$ cat config.mk
export PLATFORM = sky130hd
export DESIGN_NAME = txc_gate
export DESIGN_NICKNAME = d
export VERILOG_FILES = /design/src/rtl/txc_gate_pkg.sv /design/src/rtl/txc_need.sv /design/src/rtl/txc_class_check.sv /design/src/rtl/txc_grant_ctl.sv /design/src/rtl/txc_gate.sv
export SDC_FILE = /design/constraint.sdc
export NUM_CORES = 1
export LEC_CHECK = 0
export BUFFER_PORTS_ARGS = -buffer_cell sky130_fd_sc_hd__buf_2
export CAP_MARGIN = 5
export CORE_MARGIN = 1.5
export CORE_UTILIZATION = 42
export DETAILED_ROUTE_END_ITERATION = 10
export HOLD_SLACK_MARGIN = 0.06
export PLACE_DENSITY = 0.85
export SLEW_MARGIN = 20
export SYNTH_ARGS = -nofsm -noshare
export SYNTH_HDL_FRONTEND = slang
export SYNTH_SLANG_ARGS = --single-unit
$ cat constraint.sdc
create_clock -name clk -period 3.4 [get_ports clk]
set_input_delay 0.17 -clock clk [delete_from_list [all_inputs] [get_ports clk]]
set_output_delay 0.17 -clock clk [all_outputs]
set_load 0.1 [all_outputs]
$ cat src/rtl/txc_gate_pkg.sv
package txc_gate_pkg;

  // Field widths of the credit snapshot
  localparam int HDR_W   = 3;
  localparam int WDATA_W = 12;
  localparam int NDATA_W = 3;

  // Field positions; the order is fixed by the producer of the vector
  localparam int PH_LO  = 0;
  localparam int PD_LO  = PH_LO + HDR_W;
  localparam int NH_LO  = PD_LO + WDATA_W;
  localparam int ND_LO  = NH_LO + HDR_W;
  localparam int CH_LO  = ND_LO + NDATA_W;
  localparam int CD_LO  = CH_LO + HDR_W;
  localparam int CRED_W = CD_LO + WDATA_W;

  localparam int NUM_CLASSES = 3;

  typedef enum logic [1:0] {
    TXC_POSTED  = 2'd0,
    TXC_NONPOST = 2'd1,
    TXC_CPL     = 2'd2,
    TXC_RSVD    = 2'd3
  } txc_class_e;

  function automatic int txc_hdr_lo(int c);
    return (c == 0) ? PH_LO : (c == 1) ? NH_LO : CH_LO;
  endfunction

  function automatic int txc_dat_lo(int c);
    return (c == 0) ? PD_LO : (c == 1) ? ND_LO : CD_LO;
  endfunction

  function automatic int txc_dat_w(int c);
    return (c == 1) ? NDATA_W : WDATA_W;
  endfunction

endpackage

$ cat src/rtl/txc_need.sv
// Converts a payload length in dwords into data credits (4 dwords each).
module txc_need #(
  parameter int LEN_W = 10
) (
  input  logic [LEN_W-1:0] len,
  output logic [LEN_W-2:0] need
);
  localparam int SUM_W = LEN_W + 1;

  logic [SUM_W-1:0] rounded;

  always_comb begin
    rounded = {1'b0, len} + SUM_W'(3);
    need    = rounded[SUM_W-1:2];
  end
endmodule

$ cat src/rtl/txc_class_check.sv
// Decides whether one class's header and data fields cover a request.
module txc_class_check #(
  parameter int HDR_W  = 3,
  parameter int DATA_W = 12,
  parameter int NEED_W = 9,
  parameter int FLOOR  = 6
) (
  input  logic [HDR_W-1:0]  hdr_fld,
  input  logic [DATA_W-1:0] dat_fld,
  input  logic [NEED_W-1:0] need,
  input  logic              has_data,
  input  logic              strict_en,
  output logic              pass
);
  localparam int CMP_W = (DATA_W > NEED_W) ? DATA_W : NEED_W;
  localparam logic [HDR_W-1:0] HDR_FLOOR = HDR_W'(FLOOR);
  localparam logic [CMP_W-1:0] DAT_FLOOR = CMP_W'(FLOOR);

  logic             hdr_inf, dat_inf;
  logic             hdr_ok, dat_ok, dat_floor_ok;
  logic [CMP_W-1:0] dat_cmp, need_cmp;

  always_comb begin
    hdr_inf      = &hdr_fld;
    dat_inf      = &dat_fld;
    dat_cmp      = CMP_W'(dat_fld);
    need_cmp     = CMP_W'(need);
    hdr_ok       = hdr_inf || (strict_en ? (hdr_fld >= HDR_FLOOR)
                                         : (hdr_fld != '0));
    dat_floor_ok = !strict_en || (dat_cmp >= DAT_FLOOR);
    dat_ok       = !has_data || dat_inf || (dat_floor_ok && (dat_cmp >= need_cmp));
    pass         = hdr_ok && dat_ok;
  end
endmodule

$ cat src/rtl/txc_grant_ctl.sv
// Registered grant with hold-until-transfer and the single-credit re-arm.
module txc_grant_ctl #(
  parameter bit NP_ONE_CREDIT = 1'b0
) (
  input  logic clk,
  input  logic rst_n,
  input  logic req_valid,
  input  logic req_np,
  input  logic credit_ok,
  input  logic np_rearm,
  output logic grant
);
  logic grant_q;
  logic armed_q;
  logic np_armed;
  logic xfer;
  logic grant_d;

  always_comb begin
    np_armed = armed_q || !NP_ONE_CREDIT;
    xfer     = grant_q && req_valid;
    if (grant_q) grant_d = !req_valid;
    else         grant_d = req_valid && credit_ok && (!req_np || np_armed);
  end

  always_ff @(posedge clk or negedge rst_n) begin
    if (!rst_n) begin
      grant_q <= 1'b0;
      armed_q <= 1'b1;
    end else begin
      grant_q <= grant_d;
      if (NP_ONE_CREDIT && xfer && req_np) armed_q <= 1'b0;
      else if (np_rearm)                   armed_q <= 1'b1;
    end
  end

  assign grant = grant_q;
endmodule

$ cat src/rtl/txc_gate.sv
module txc_gate
  import txc_gate_pkg::*;
#(
  parameter int LEN_W          = 10,
  parameter int NP_FLOOR       = 6,
  parameter bit NP_ONE_CREDIT  = 1'b0
) (
  input  logic              clk,
  input  logic              rst_n,
  input  logic [CRED_W-1:0] tx_credits,
  input  logic              np_strict,
  input  logic              np_rearm,
  input  logic              req_valid,
  output logic              req_ready,
  input  logic [1:0]        req_class,
  input  logic              req_has_data,
  input  logic [LEN_W-1:0]  req_len,
  output logic              stall
);
  localparam int NEED_W = LEN_W - 1;

  logic [NEED_W-1:0]      need;
  logic [NUM_CLASSES-1:0] pass;
  logic [3:0]             pass_by_code;
  logic                   credit_ok;
  logic                   req_np;

  txc_need #(.LEN_W(LEN_W)) u_need (
    .len  (req_len),
    .need (need)
  );

  for (genvar c = 0; c < NUM_CLASSES; c++) begin : g_cls
    localparam int DW = txc_dat_w(c);
    localparam int HL = txc_hdr_lo(c);
    localparam int DL = txc_dat_lo(c);

    txc_class_check #(
      .HDR_W  (HDR_W),
      .DATA_W (DW),
      .NEED_W (NEED_W),
      .FLOOR  (NP_FLOOR)
    ) u_chk (
      .hdr_fld   (tx_credits[HL +: HDR_W]),
      .dat_fld   (tx_credits[DL +: DW]),
      .need      (need),
      .has_data  (req_has_data),
      .strict_en ((c == 1) ? np_strict : 1'b0),
      .pass      (pass[c])
    );
  end

  always_comb begin
    pass_by_code = {1'b0, pass};
    credit_ok    = pass_by_code[req_class];
    req_np       = (req_class == TXC_NONPOST);
  end

  txc_grant_ctl #(.NP_ONE_CREDIT(NP_ONE_CREDIT)) u_ctl (
    .clk       (clk),
    .rst_n     (rst_n),
    .req_valid (req_valid),
    .req_np    (req_np),
    .credit_ok (credit_ok),
    .np_rearm  (np_rearm),
    .grant     (req_ready)
  );

  assign stall = req_valid && !req_ready;
endmodule

# After elaboration in Yosys (flattened, before gate mapping)
# Cells that the tools add are included.
# totals
ff_bits	1
in_bits	54
output_inout_bits	2
word_cells	41
# classes
n_addsub	1
n_lt_le_gt_ge	6
mux	4
reduce_logical	29
# ops
operator	count
12-bit by 9-bit >= comparator with 1-bit output	2
12-bit AND reduction	2
3-bit AND reduction	4
10-bit by 2-bit adder with 11-bit output (second input constant)	1
1-bit logical OR	10
3-bit by 9-bit >= comparator with 1-bit output	1
3-bit nonzero test	3
3-bit >= comparator (second input constant)	2
1-bit logical AND	6
1-bit logical NOT	4
2-bit by 3-bit < comparator with 1-bit output (second input constant)	1
1-bit two-way mux	3
1-bit binary-select mux with 2-bit select	1

# Longest topological paths before layout
# depth
word_depth	9
mapped_depth	12
depth_no_buf	11

# By module
# From an unflattened synthesis, not the netlist that was laid out.
# unflattened
hier_cells	132
hier_area_um2	934.6
# modules_own_cells
mod	n_inst	cells_each	area_per_inst_um2	seq_area_each_um2
txc_class_check at g_cls[0].u_chk ...	2	41	280.3	0.0
txc_need	1	21	157.7	0.0
txc_class_check at g_cls[1].u_chk	1	21	140.1	0.0
txc_grant_ctl	1	3	38.8	25.0
txc_gate	1	5	37.5	0.0

# Worst setup path before layout
# No wires, ideal clock.
# synth_timing
path_kind	flip-flop to flip-flop
from	register u_ctl.grant_q (netlist: u_ctl.grant)
to	register u_ctl.grant_q (netlist: u_ctl.grant)
t_arrival_ps	3001
required_ps	3290
setup_slack_ps	288
path_stages_with_launch	5
path_buffers	0
cell_sequence	dfrtp_1 -> nor2b_1 -> o2111ai_1 -> a21o_1 -> o41ai_1
# synth_between
elab_chain_len	1
# synth_rtl
item	line_no	text
start: declaration	txc_grant_ctl.sv:13	logic grant_q;
start signal: assignment	txc_grant_ctl.sv:31	grant_q <= grant_d;
1-bit two-way mux	txc_grant_ctl.sv:22	if (grant_q) grant_d = !req_valid;
via u_ctl.grant_d	txc_grant_ctl.sv:17	logic grant_d;
# The timed path passes the listed nets, and every way through them passes these cells.

# Worst setup path after layout
# layout_timing
from	input port req_len[0]
to	register u_ctl.grant_q (netlist: u_ctl.grant)
# layout_between
elab_chain_len	9
# layout_rtl
item	line_no	text
start: declaration	txc_gate.sv:17	input logic [LEN_W-1:0] req_len,
10-bit by 2-bit adder with 11-bit output *	txc_need.sv:13	rounded = {1'b0, len} + SUM_W'(3);
3-bit by 9-bit >= comparator with 1-bit output	txc_class_check.sv:31	dat_ok = !has_data || dat_inf || (dat_floor_ok && (dat_cmp >= need_cmp));
1-bit logical AND	txc_class_check.sv:31	
1-bit logical OR	txc_class_check.sv:31	
1-bit logical AND	txc_class_check.sv:32	pass = hdr_ok && dat_ok;
1-bit binary-select mux with 2-bit select *	txc_gate.sv:55	credit_ok = pass_by_code[req_class];
1-bit two-way mux (implied by the code) *	txc_gate.sv:55	
1-bit logical AND *	txc_grant_ctl.sv:23	else grant_d = req_valid && credit_ok && (!req_np || np_armed);
1-bit two-way mux *	txc_grant_ctl.sv:22	
via u_ctl.grant_d	txc_grant_ctl.sv:17	
# The timed path passes the listed nets; every way through them passes the cells marked *. The select of a mux whose other input is x is not followed.

==> results.py <==
metrics = {
    "logic_synthesis": {
        "synth_seq_area_share": 0.0350,
        "ys_async_sr_fraction": 1.00,
        "syn_nets": 165,
        "synth_cells": 90,
        "ys_ff_latch": 1,
        "synth_edf_count": 0,
        "synth_area_sq_um": 716,
        "yosysWarnings": 0,
        "avgSynthCellArea_sq_um": 7.95,
        "yosysUniqueCellTypes": 32,
        "synth_flop_cell": "dfrtp_1",
    },
    "global_route": {
        "antenna_found_initial": 0,
        "grt_start_max_net_pins": 6,
        "overflow": 0,
        "grt_pass1_wl_um": 3260,
        "grt_pass1_vias": 905,
        "track_usage": 0.214,
    },
    "sta": {
        "hold_viol": 0,
        "fin_crit_ps": 2580,
        "finalSetupViolCount": 0,
        "post-route-period-util": 0.760,
        "slew_viol_final": 0,
        "worst_pin_slew_ps": 496,
        "clock.fmax_ghz": 0.387,
        "relSlewSlack": 0.671,
        "finClkSkew_ps": 0,
        "rsz0062_at_grt": "no",
        "tns_ps": 0,
        "timing.hold.ws_ps": 486,
    },
    "cells_and_area": {
        "antenna_cells": 0,
        "multi_input_area_sq_um": 668,
        "fill_cells": 150,
        "seq_area_sq_um": 25.0,
        "layout.nets": 221,
        "drive_gt1_frac": 0.389,
        "synthToLayoutAreaGrowth_pct": 41.4,
        "largest_register_ff_count": 1,
    },
    "setup_path": {
        "rr_startpoint": "u_ctl.grant$_DFF_PN0_",
        "worstRegToRegCells": 4,
        "worstPathArrival_ps": 2440,
        "crit_fanout": 5,
        "rr_endpoint": "u_ctl.grant$_DFF_PN0_",
        "worstSetupEndpointType": "flip-flop",
        "r2r_slack_ps": 2160,
        "required_ps": 3260,
        "path_class": "in2reg",
        "worstSetupStartpointType": "input pin",
    },
    "die": {
        "start_util": 0.459,
        "die-height_um": 44.3,
        "core_region_area_sq_um": 1560,
        "std_cell_rows": 14,
        "die_area_sq_um": 1960,
        "die_x_um": 44.3,
        "ioPinCount": 56,
    },
    "routing": {
        "viasPerCell": 5.69,
        "wl_um": 2110,
        "drc": 7,
        "wire_per_inst_um": 13.2,
        "firstDrtPassIters": 7,
        "drt_iter0_drc": 20,
        "num_vias": 910,
        "postRouteAntennaNets": 0,
    },
    "power": {
        "total_power_mw": 0.155,
        "powerDensity_nw_per_um2": 153,
        "p_leak_nw": 0.529,
        "ir_drop_v": 0.0000719,
    },
    "status": {
        "status": "finished, violations left",
        "violations": "design-rule violations",
    },
    "place": {
        "globalplace.congestion": 0.786,
        "dp_hpwl_um": 1840,
        "io_buffers": 54,
    },
    "worst_hold_path": {
        "hp-class": "in2async",
    },
    "job": {
        "maxCapViolCount": 0,
    },
    "clocking": {
        "cts.clk_slew.worst_paths_ps": 0,
        "cts_resized": 0,
        "clock_latency_ps": 0,
    },
}
[cells in the final DEF, fill, tap and decap left out]
cell / instances
o41ai_1: 1
buf_2: 54
inv_1: 5
dfrtp_1: 1
o22ai_1: 1
nand2_1: 5
nor4_1: 1
o21a_1: 2
dlygate4sd3_1: 1
a2111oi_0: 1
and3_1: 2
nand3_1: 3
nor2_1: 6
o21ai_0: 2
nand2b_1: 3
o2111ai_1: 2
a211oi_1: 3
a21oi_1: 4
nand4b_1: 1
xor2_1: 4
a221o_1: 1
ha_1: 21
nor2b_1: 2
nor4b_1: 1
nor3_1: 5
xnor2_1: 3
a211oi_2: 1
nand4_1: 1
and4_1: 1
o211ai_1: 2
nand3b_1: 1
or4_4: 1
a21o_1: 2
[stage by stage]
| stage | area (sq um) | worst slack [ps] | cells | utilization |
|---|---|---|---|---|
| 2_1_floorplan | 716 | 288 | 90 | - |
| 4_1_cts | 1010 | 831 | 160 | 0.649 |
| 6_report | 1010 | 817 | 160 | 0.649 |
| 3_5_place_dp | 1000 | 847 | 159 | 0.643 |
| 5_1_grt | 1010 | 655 | 160 | 0.649 |
| 3_3_place_gp | 1000 | 879 | 159 | 0.643 |
[timing repair]
item                                   in CTS  in global routing
endpoints found under the hold margin       1                  0
buffers inserted                            0                  0
hold buffers                                1                  0
[area by class of cell]
class                   instances  share of cell area
inverters                       5              0.0185
multi-input cells              83               0.660
flip-flops and latches          1              0.0247
well taps                      16              0.0198
repair buffers                 55               0.277
[cell families (layout without fill, tap and decap cells)]
kind of cell,Yosys count,after routing,synth area share
AO/OA/AOI/OAI,22,22,0.226
XOR/XNOR,7,7,0.0857
adder cells (fa/ha/maj),21,21,0.367
buffers and inverters,6,60,0.0315
flip-flops,1,1,0.0350
AND/OR/NAND/NOR,33,33,0.255
[synthesized netlist by cell type (2+ instances only)]
library cell | n | area share
a21oi_1 | 4 | 0.028
o21a_1 | 2 | 0.021
nand3_1 | 3 | 0.021
o21ai_0 | 2 | 0.014
nor2_1 | 6 | 0.031
nand2_1 | 5 | 0.026
o211ai_1 | 2 | 0.021
a211oi_1 | 3 | 0.031
xnor2_1 | 3 | 0.037
xor2_1 | 4 | 0.049
o2111ai_1 | 2 | 0.024
a21o_1 | 2 | 0.021
nor2b_1 | 2 | 0.017
ha_1 | 21 | 0.37
inv_1 | 5 | 0.026
and3_1 | 2 | 0.017
nor3_1 | 5 | 0.035
nand2b_1 | 3 | 0.026
[report_power, final]
part | internal, mW | total (mW) | switching [mW]
combinational | 0.0606 | 0.139 | 0.0788
clock | 0 | 0 | 0
sequential | 0.0139 | 0.0154 | 0.00144
[worst max-delay path, stage by stage]
cell,delay (ps)
buf_2,100
o21a_1,230
and3_1,260
and4_1,260
xnor2_1,260
ha_1,310
a21o_1,180
a221o_1,350
a211oi_1,240
o41ai_1,90
[worst max path at each step]
stage | from | to
final | req_len[0] | u_ctl.grant$_DFF_PN0_
after floorplan | u_ctl.grant$_DFF_PN0_ | u_ctl.grant$_DFF_PN0_
after detailed placement | req_len[0] | u_ctl.grant$_DFF_PN0_
after global routing | req_len[0] | u_ctl.grant$_DFF_PN0_
after global placement | req_len[0] | u_ctl.grant$_DFF_PN0_
after CTS | req_len[0] | u_ctl.grant$_DFF_PN0_
[per-layer routing]
metal / up-vias / track usage / routed length (um)
li1: 460 / - / -
met1: 412 / 0.214 / 796
met2: 36 / 0.462 / 1140
met3: 2 / 0.0204 / 164
met4: 0 / 0.0364 / 13
met5: - / 0 / 0
No activity file was read; power rests on OpenSTA's default activity.
